[config.mk]
export PLATFORM = sky130hd
export DESIGN_NAME = wdog_rst_ctrl
export DESIGN_NICKNAME = d
export VERILOG_FILES = /design/src/rtl/wdog_pkg.sv /design/src/rtl/wdog_prescaler.sv /design/src/rtl/wdog_ctrl_reg.sv /design/src/rtl/wdog_counter.sv /design/src/rtl/wdog_pulse.sv /design/src/rtl/wdog_rst_ctrl.sv
export SDC_FILE = /design/constraint.sdc
export NUM_CORES = 1
export LEC_CHECK = 0
export ABC_AREA = 1
export BUFFER_PORTS_ARGS = -buffer_cell sky130_fd_sc_hd__buf_4
export CAP_MARGIN = 15
export CORE_MARGIN = 1
export CORE_UTILIZATION = 43
export DETAILED_ROUTE_END_ITERATION = 10
export PLACE_DENSITY_LB_ADDON = 0.1
export SLEW_MARGIN = 20
export SYNTH_ARGS = -nofsm -noshare
export SYNTH_HDL_FRONTEND = slang
export SYNTH_SLANG_ARGS = --single-unit
[constraint.sdc]
create_clock -name clk -period 1.85 [get_ports clk]
set_clock_uncertainty 0.15 [all_clocks]
set_input_delay 0 -clock clk [delete_from_list [all_inputs] [get_ports clk]]
set_output_delay 0 -clock clk [all_outputs]
set_load 0.1 [all_outputs]
[src/rtl/wdog_pkg.sv]
package wdog_pkg;
  localparam logic [7:0] WR_KEY   = 8'h5A;
  localparam logic [7:0] OFF_CTRL = 8'h1C;
  localparam logic [7:0] OFF_STAT = 8'h20;
  localparam logic [7:0] OFF_CNT  = 8'h24;
  localparam int         ADDR_W   = 8;
  localparam int         CTRL_W   = 24;
  localparam int         KIND_LSB = 4;

  typedef enum logic [1:0] {
    RK_NONE = 2'b00,
    RK_RSV1 = 2'b01,
    RK_FULL = 2'b10,
    RK_RSV3 = 2'b11
  } rst_kind_e;
endpackage

[src/rtl/wdog_prescaler.sv]
module wdog_prescaler #(
  parameter int TICK_DIV = 16
) (
  input  logic clk,
  input  logic rst_n,
  output logic tick
);
  generate
    if (TICK_DIV <= 1) begin : g_pass
      assign tick = 1'b1;
    end else begin : g_div
      localparam int PW = $clog2(TICK_DIV);
      localparam logic [PW-1:0] LAST = PW'(TICK_DIV - 1);
      logic [PW-1:0] ph_q, ph_d;

      always_comb begin
        if (ph_q == LAST) ph_d = '0;
        else              ph_d = ph_q + 1'b1;
      end

      always_ff @(posedge clk or negedge rst_n) begin
        if (!rst_n) ph_q <= '0;
        else        ph_q <= ph_d;
      end

      assign tick = (ph_q == LAST);
    end
  endgenerate
endmodule

[src/rtl/wdog_ctrl_reg.sv]
module wdog_ctrl_reg
  import wdog_pkg::*;
(
  input  logic              clk,
  input  logic              rst_n,
  input  logic              wr_en,
  input  logic [CTRL_W-1:0] wr_val,
  output logic [CTRL_W-1:0] ctrl_q,
  output rst_kind_e         kind
);
  logic [CTRL_W-1:0] ctrl_d;

  always_comb begin
    ctrl_d = ctrl_q;
    if (wr_en) ctrl_d = wr_val;
  end

  always_ff @(posedge clk or negedge rst_n) begin
    if (!rst_n)     ctrl_q <= '0;
    else if (wr_en) ctrl_q <= ctrl_d;
  end

  assign kind = rst_kind_e'(ctrl_q[KIND_LSB +: 2]);
endmodule

[src/rtl/wdog_counter.sv]
module wdog_counter
  import wdog_pkg::*;
#(
  parameter int CNT_W = 20
) (
  input  logic             clk,
  input  logic             rst_n,
  input  logic             load,
  input  logic [CNT_W-1:0] load_val,
  input  logic             tick,
  input  rst_kind_e        kind,
  output logic [CNT_W-1:0] cnt_q,
  output logic             expire
);
  logic [CNT_W-1:0] cnt_d;
  logic             step;

  assign step = tick && (kind != RK_NONE) && (cnt_q != '0);

  always_comb begin
    cnt_d  = cnt_q;
    expire = 1'b0;
    if (load) begin
      cnt_d = load_val;
    end else if (step) begin
      cnt_d  = cnt_q - 1'b1;
      expire = (cnt_q == CNT_W'(1));
    end
  end

  always_ff @(posedge clk or negedge rst_n) begin
    if (!rst_n)              cnt_q <= '0;
    else if (load || step)   cnt_q <= cnt_d;
  end
endmodule

[src/rtl/wdog_pulse.sv]
module wdog_pulse
  import wdog_pkg::*;
#(
  parameter int PULSE_LEN = 8
) (
  input  logic      clk,
  input  logic      rst_n,
  input  logic      expire,
  input  rst_kind_e kind,
  output logic      req,
  output logic [1:0] cause_q
);
  localparam int PLW = $clog2(PULSE_LEN + 1);
  localparam logic [PLW-1:0] PLEN = PLW'(PULSE_LEN);

  logic [PLW-1:0] left_q, left_d;
  logic [1:0]     cause_d;
  logic           fire;

  assign fire = expire && (kind == RK_FULL);

  always_comb begin
    left_d  = left_q;
    cause_d = cause_q;
    if (fire) begin
      left_d  = PLEN;
      cause_d = kind;
    end else if (left_q != '0) begin
      left_d = left_q - 1'b1;
    end
  end

  always_ff @(posedge clk or negedge rst_n) begin
    if (!rst_n) begin
      left_q  <= '0;
      cause_q <= '0;
    end else begin
      left_q <= left_d;
      if (fire) cause_q <= cause_d;
    end
  end

  assign req = (left_q != '0);
endmodule

[src/rtl/wdog_rst_ctrl.sv]
module wdog_rst_ctrl
  import wdog_pkg::*;
#(
  parameter int TICK_DIV  = 16,
  parameter int PULSE_LEN = 8,
  parameter int CNT_W     = 20
) (
  input  logic        clk,
  input  logic        rst_n,
  input  logic        bus_wr,
  input  logic [7:0]  bus_addr,
  input  logic [31:0] bus_wdata,
  input  logic [7:0]  bus_raddr,
  output logic [31:0] bus_rdata,
  output logic        reset_req
);
  logic              key_ok;
  logic              ctrl_wr_ok;
  logic              cnt_wr_ok;
  logic              tick;
  logic              expire;
  rst_kind_e         kind;
  logic [CTRL_W-1:0] ctrl_q;
  logic [CNT_W-1:0]  cnt_q;
  logic [1:0]        cause_q;

  assign key_ok     = bus_wr && (bus_wdata[31:24] == WR_KEY);
  assign ctrl_wr_ok = key_ok && (bus_addr == OFF_CTRL);
  assign cnt_wr_ok  = key_ok && (bus_addr == OFF_CNT);

  wdog_prescaler #(.TICK_DIV(TICK_DIV)) u_pre (
    .clk  (clk),
    .rst_n(rst_n),
    .tick (tick)
  );

  wdog_ctrl_reg u_ctrl (
    .clk   (clk),
    .rst_n (rst_n),
    .wr_en (ctrl_wr_ok),
    .wr_val(bus_wdata[CTRL_W-1:0]),
    .ctrl_q(ctrl_q),
    .kind  (kind)
  );

  wdog_counter #(.CNT_W(CNT_W)) u_cnt (
    .clk     (clk),
    .rst_n   (rst_n),
    .load    (cnt_wr_ok),
    .load_val(bus_wdata[CNT_W-1:0]),
    .tick    (tick),
    .kind    (kind),
    .cnt_q   (cnt_q),
    .expire  (expire)
  );

  wdog_pulse #(.PULSE_LEN(PULSE_LEN)) u_pulse (
    .clk    (clk),
    .rst_n  (rst_n),
    .expire (expire),
    .kind   (kind),
    .req    (reset_req),
    .cause_q(cause_q)
  );

  always_comb begin
    case (bus_raddr)
      OFF_CTRL: bus_rdata = {{(32-CTRL_W){1'b0}}, ctrl_q};
      OFF_STAT: bus_rdata = {30'd0, cause_q};
      OFF_CNT:  bus_rdata = {{(32-CNT_W){1'b0}}, cnt_q};
      default:  bus_rdata = '0;
    endcase
  end
endmodule

# Yosys cells after proc, flatten, opt, wreduce, memory -nomap -nowiden
# Cells that the tools add are included.
dict set report totals {
  ff_bits 54
  latch_bits 0
  ram_bits 0
  romBits 0
  inputBits 51
  output_inout_bits 33
  elab_cells 38
  memories 0
}
dict set report op_classes {
  addsub 3
  mul 0
  div 0
  n_lt_le_gt_ge 0
  eq_ne 9
  shift 0
  mux 8
  bitwise 0
  n_reduce_logical 13
}
# op count
set op_table {}
lappend op_table {{$pmux W24 S3} 1}
lappend op_table {{$mux W20} 2}
lappend op_table {{$eq A8 B6 Y1 const B} 3}
lappend op_table {{$eq A20 B1 Y1 const B} 1}
lappend op_table {{$reduce_bool A20 Y1} 1}
lappend op_table {{$sub A20 B1 Y20 const B} 1}
lappend op_table {{$eq A8 B5 Y1 const B} 2}
lappend op_table {{$mux W4} 3}
lappend op_table {{$eq A8 B7 Y1 const B} 1}
lappend op_table {{$logic_and A1 B1 Y1} 6}
lappend op_table {{$reduce_bool A2 Y1} 3}
lappend op_table {{$add A4 B1 Y4 const B} 1}
lappend op_table {{$eq A4 B4 Y1 const B} 1}
lappend op_table {{$reduce_bool A4 Y1} 1}
lappend op_table {{$sub A4 B1 Y4 const B} 1}
lappend op_table {{$eq A2 B2 Y1 const B} 1}
lappend op_table {{$mux W1} 2}
lappend op_table {{$reduce_and A2 Y1} 1}
lappend op_table {{$logic_or A1 B1 Y1} 1}

# Depth between registers and ports, before layout
dict set report depth {
  word_depth 7
  mapped_depth 10
  depth_no_buf 10
}

# Modules after synthesis
# From an unflattened synthesis, not the netlist that was laid out.
dict set report unflattened {
  hier_cells 535
  hier_area_um2 3702.3
}
# mod n_inst cells_each area_each_um2 seq_area_each_um2
set modules_own_cells {}
lappend modules_own_cells {wdog_counter 1 248 1581.5 500.5}
lappend modules_own_cells {wdog_ctrl_reg 1 104 989.7 600.6}
lappend modules_own_cells {wdog_rst_ctrl 1 132 664.4 0.0}
lappend modules_own_cells {wdog_pulse 1 34 297.8 150.1}
lappend modules_own_cells {wdog_prescaler 1 17 168.9 100.1}

# Worst setup path after synthesis
# Ideal clock, no wire load.
dict set report synth_timing {
  path_kind {input to output}
  start {input port bus_raddr[1]}
  end {output port bus_rdata[10]}
  arrival_ns 2.844
  setup_slack_ns -1.144
  cell_stages 7
  cell_sequence {nor2_1 -> and2_1 -> nand3_1 -> nor2_1 -> inv_1 -> clkbuf_1 -> o21ai_0}
}
dict set report synth_via {
  elab_chain_len 2
  word_cells_on_any_way 4
  classes_between {eq/ne (3); mux (1)}
}
# element line
set synth_lines {}
lappend synth_lines {{start, declared} wdog_rst_ctrl.sv:13} ;# input logic [7:0] bus_raddr,
lappend synth_lines {{$eq A8 B6 Y1 or $eq A8 B5 Y1 (tied branches)} wdog_rst_ctrl.sv:67} ;# case (bus_raddr)
lappend synth_lines {{$pmux W24 S3 (*)} wdog_rst_ctrl.sv:67}
lappend synth_lines {{end, declared} wdog_rst_ctrl.sv:14} ;# output logic [31:0] bus_rdata,
# Mark *: on every way between the ends. The rest lies on a longest branch, timed or not.

# Worst setup path after layout
dict set report layout_timing {
  start {register u_cnt.cnt_q[1]}
  end {register u_cnt.cnt_q[18]}
}
dict set report layout_via {
  elab_chain_len 4
  word_cells_on_any_way 8
  classes_between {add/sub (1); mux (2); reduce/logical (5)}
}
# element line
set layout_lines {}
lappend layout_lines {{start, declared} wdog_counter.sv:12} ;# output logic [CNT_W-1:0] cnt_q,
lappend layout_lines {{start signal, assigned} wdog_counter.sv:33} ;# else if (load || step) cnt_q <= cnt_d;
lappend layout_lines {{parallel branches: the longest is 4 deep, another holds $sub A20 B1 Y20} -}
# Parallel ways; which one is timed is not known. The select of a mux whose other input is x is not followed.
# A chain may end at the register's enable or synchronous reset.

==> results.toml <==
[synthesis]
ys_seq_area_frac = 0.392
syn_area_per_cell_um2 = 6.80
synth_adder_area_share = 0.0145
yosysWarnings = 0
synth_mux_area_frac = 0.00290
synth-seq-cells = 54
synth-xor-area-share = 0.0280
synth_compound_area_frac = 0.0458
synthCells = 507
synth-simple-area-share = 0.413
synth_area_um2 = 3450
synth_top_family_by_area = "simple AND/OR/NAND/NOR gates"
yosysUniqueCellTypes = 27

[floorplanning]
rows = 32
start_util = 0.446
core_um2 = 7730
fp.dieH_um = 91.5
dieArea_um2 = 8380
ios = 84
die_width_um = 91.5

[pwr]
ir_drop_mv = 0.329
p_clk_frac = 0.361
p_sw_frac = 0.246
p_int_uw = 1690
p_total_uw = 2250
netSwitchingPower_uw = 553
p_per_area_nw_per_um2 = 492
seqPwrFrac = 0.525
p_comb_frac = 0.114
p_leak_uw = 0.00237

[timing]
worstMarginPinSlew_ns = 0.688
rsz0062_at_grt = "no"
period_share = 0.936
period_minus_slack_ns = 1.73
fmax_ghz = 0.577
max_slew_margin = 0.541
finalSetupViolCount = 0
finalHoldViolCount = 0
final_max_slew_viol_count = 0

[routing]
vias = 3598
ant_nets = 0
wl_per_cell_um = 13.3
dr.pass1.iters = 4
drc = 0
drt-initial-drc-count = 249
via_per_inst = 4.98
wl_mm = 9.62

[final_layout]
diodes = 0
areaGrowthSynthToFinish_pct = 32.7
final_cell_mix = "nand2_1, buf_4, nand3_1, dfrtp_1, inv_1"
final_cells = 723
fillers = 756
nNetsFinal = 675
final_common_cell = "nand2_1"
multi_input_area_um2 = 1800
drive_gt1_frac = 0.203
ff_latch_area_um2 = 1350

[worst_setup_path]
critPathCaptureType = "register"
timing.rr.end = "u_cnt.cnt_q[18]$_DFFE_PN0P_"
critPathArrivalTime_ns = 1.78
critPathKind = "register to register"
path_max_fanout = 6
ff2ff_setup_slack_ns = 0.12
rr_worst_depth = 10
critPathLaunchType = "register"
critical_path_required_ns = 1.89
r2r_start = "u_cnt.cnt_q[1]$_DFFE_PN0P_"

[cts]
htreeDepth = 2
cts_buffers = 5
clkSinkCount = 54
tritoncts = "yes"
clockBufferDepth = 2
cts-root-buf = "clkbuf_8"
clk_pin_slew_worst_paths_ns = 0.10
insertion_delay_ns = 0.31

[status]
outcome = "finished, final reports clean"

[place]
portBuffers = 75
gp_congestion = 0.897
dp_cells = 685
hpwlAfterDp_mm = 6.89

[grt]
grt_usage = 0.241
grt_first_pass_wirelength_mm = 16.0
overflow = 0
grt_start_max_net_pins = 55
antenna_found_initial = 0
grt_pass1_vias = 3367

[hold_path]
hold_depth = 5
hold_path.class = "input port to register"
hp-start = "bus_wdata[29]"
holdPathEnd = "u_cnt.cnt_q[6]$_DFFE_PN0P_"

[flow_run]
cap_violations = 0
[per-stage QoR]
step            util  setup WS (ns)  cell area [um^2]  setup TNS [ns]  hold slack, ns
5_1_grt        0.592       0.000823              4570               0           0.151
6_report       0.592          0.118              4570               0           0.119
3_5_place_dp   0.536        -0.0752              4150          -0.142         -0.0551
3_3_place_gp   0.536        -0.0188              4150         -0.0362         -0.0520
4_1_cts        0.586         0.0743              4530               0           0.118
2_1_floorplan      -         -0.574              3480           -6.61          -0.446
[cells in the mapped netlist]
master,number,share of area
a21oi_1,1,0.0015
and2_1,3,0.0054
buf_2,9,0.013
buf_4,8,0.017
buf_6,3,0.0098
clkbuf_1,3,0.0033
clkinv_1,1,0.0011
conb_1,1,0.0011
dfrtp_1,54,0.39
ha_1,4,0.015
inv_1,53,0.058
mux2i_1,1,0.0029
nand2_1,173,0.19
nand2_2,1,0.0018
nand2_4,2,0.0065
nand3_1,78,0.11
nand3_2,2,0.0058
nand4_1,7,0.013
nor2_1,51,0.056
nor2_2,6,0.011
nor2_4,3,0.0098
nor3_1,2,0.0029
o21ai_0,27,0.039
o21ai_1,1,0.0015
o22ai_1,2,0.0036
xnor2_1,1,0.0025
xor2_1,10,0.025
[worst max-delay path: stages, from the launching register on]
cell     delay [ns]
dfrtp_1        0.42
inv_1          0.09
ha_2           0.22
nand2_4        0.08
nor2_4         0.12
nand3_2        0.10
nand2_4        0.11
nor2_4         0.06
buf_4          0.17
nand2_1        0.06
nand3_1        0.06
[cell type report]
| class | count | share of cell area |
|---|---|---|
| Timing Repair Buffer | 122 | 0.214 |
| Sequential cell | 54 | 0.295 |
| Multi-Input combinational cell | 383 | 0.393 |
| Clock inverter | 2 | 0.00821 |
| Inverter | 54 | 0.0451 |
| Tap cell | 102 | 0.0279 |
| Clock buffer | 6 | 0.0159 |
[per-layer routing]
| metal | routed length (um) | GRT usage | up-vias | part of all wire |
|---|---|---|---|---|
| li1 | - | - | 1807 | - |
| met1 | 4700 | 0.350 | 1669 | 0.49 |
| met2 | 4390 | 0.375 | 111 | 0.46 |
| met3 | 408 | 0.0310 | 11 | 0.042 |
| met4 | 124 | 0.0701 | 0 | 0.013 |
| met5 | 0 | 0 | - | 0 |
[power groups by stage]
| stage | combinational [uW] | clock, uW | sequential [uW] |
|---|---|---|---|
| 6_report | 257 | 811 | 1180 |
| 5_1_grt | 277 | 860 | 1180 |
| 4_1_cts | 257 | 826 | 1180 |
| 3_5_place_dp | 216 | 0 | 1200 |
| 3_3_place_gp | 213 | 0 | 1200 |
| 2_1_floorplan | 107 | 0 | 1200 |
[registers in the layout, summed over array words and instances (netlist names)]
name,count
u_cnt.cnt_q,20
u_ctrl.ctrl_q,24
u_pre.g_div.ph_q,4
u_pulse.cause_q,2
u_pulse.left_q,4
[logic make-up (layout without fill, tap and decap cells)]
family / after synthesis / count (layout)
DFF: 54 / 54
AOI/OAI and AO/OA: 31 / 31
other: 1 / 8
adders and majority gates: 4 / 4
muxes: 1 / 1
and+or+nand+nor: 328 / 328
xor gates and xnor gates: 11 / 11
buffers and inverters: 77 / 184
[worst max-delay path by stage]
stage	startpoint	to	cells after the start
after CTS	u_pre.g_div.ph_q[0]$_DFF_PN0_	u_pulse.left_q[2]$_DFFE_PN0P_	7
final	u_cnt.cnt_q[1]$_DFFE_PN0P_	u_cnt.cnt_q[18]$_DFFE_PN0P_	10
after global placement	u_pre.g_div.ph_q[0]$_DFF_PN0_	u_pulse.left_q[3]$_DFFE_PN0P_	7
after detailed placement	u_pre.g_div.ph_q[0]$_DFF_PN0_	u_pulse.cause_q[1]$_DFFE_PN0P_	7
after global routing	u_cnt.cnt_q[1]$_DFFE_PN0P_	u_cnt.cnt_q[3]$_DFFE_PN0P_	10
after floorplan	bus_raddr[1]	bus_rdata[4]	7
[repair_timing]
item | in CTS | in global routing
hold endpoints to repair | 98 | 0
hold buffers | 25 | 0
buffers inserted | 3 | 2
resized for setup | 1 | 9
pin swaps | 1 | 0
endpoints found under the setup margin | 9 | 22
Note: power is estimated with default switching activity, not from simulation.
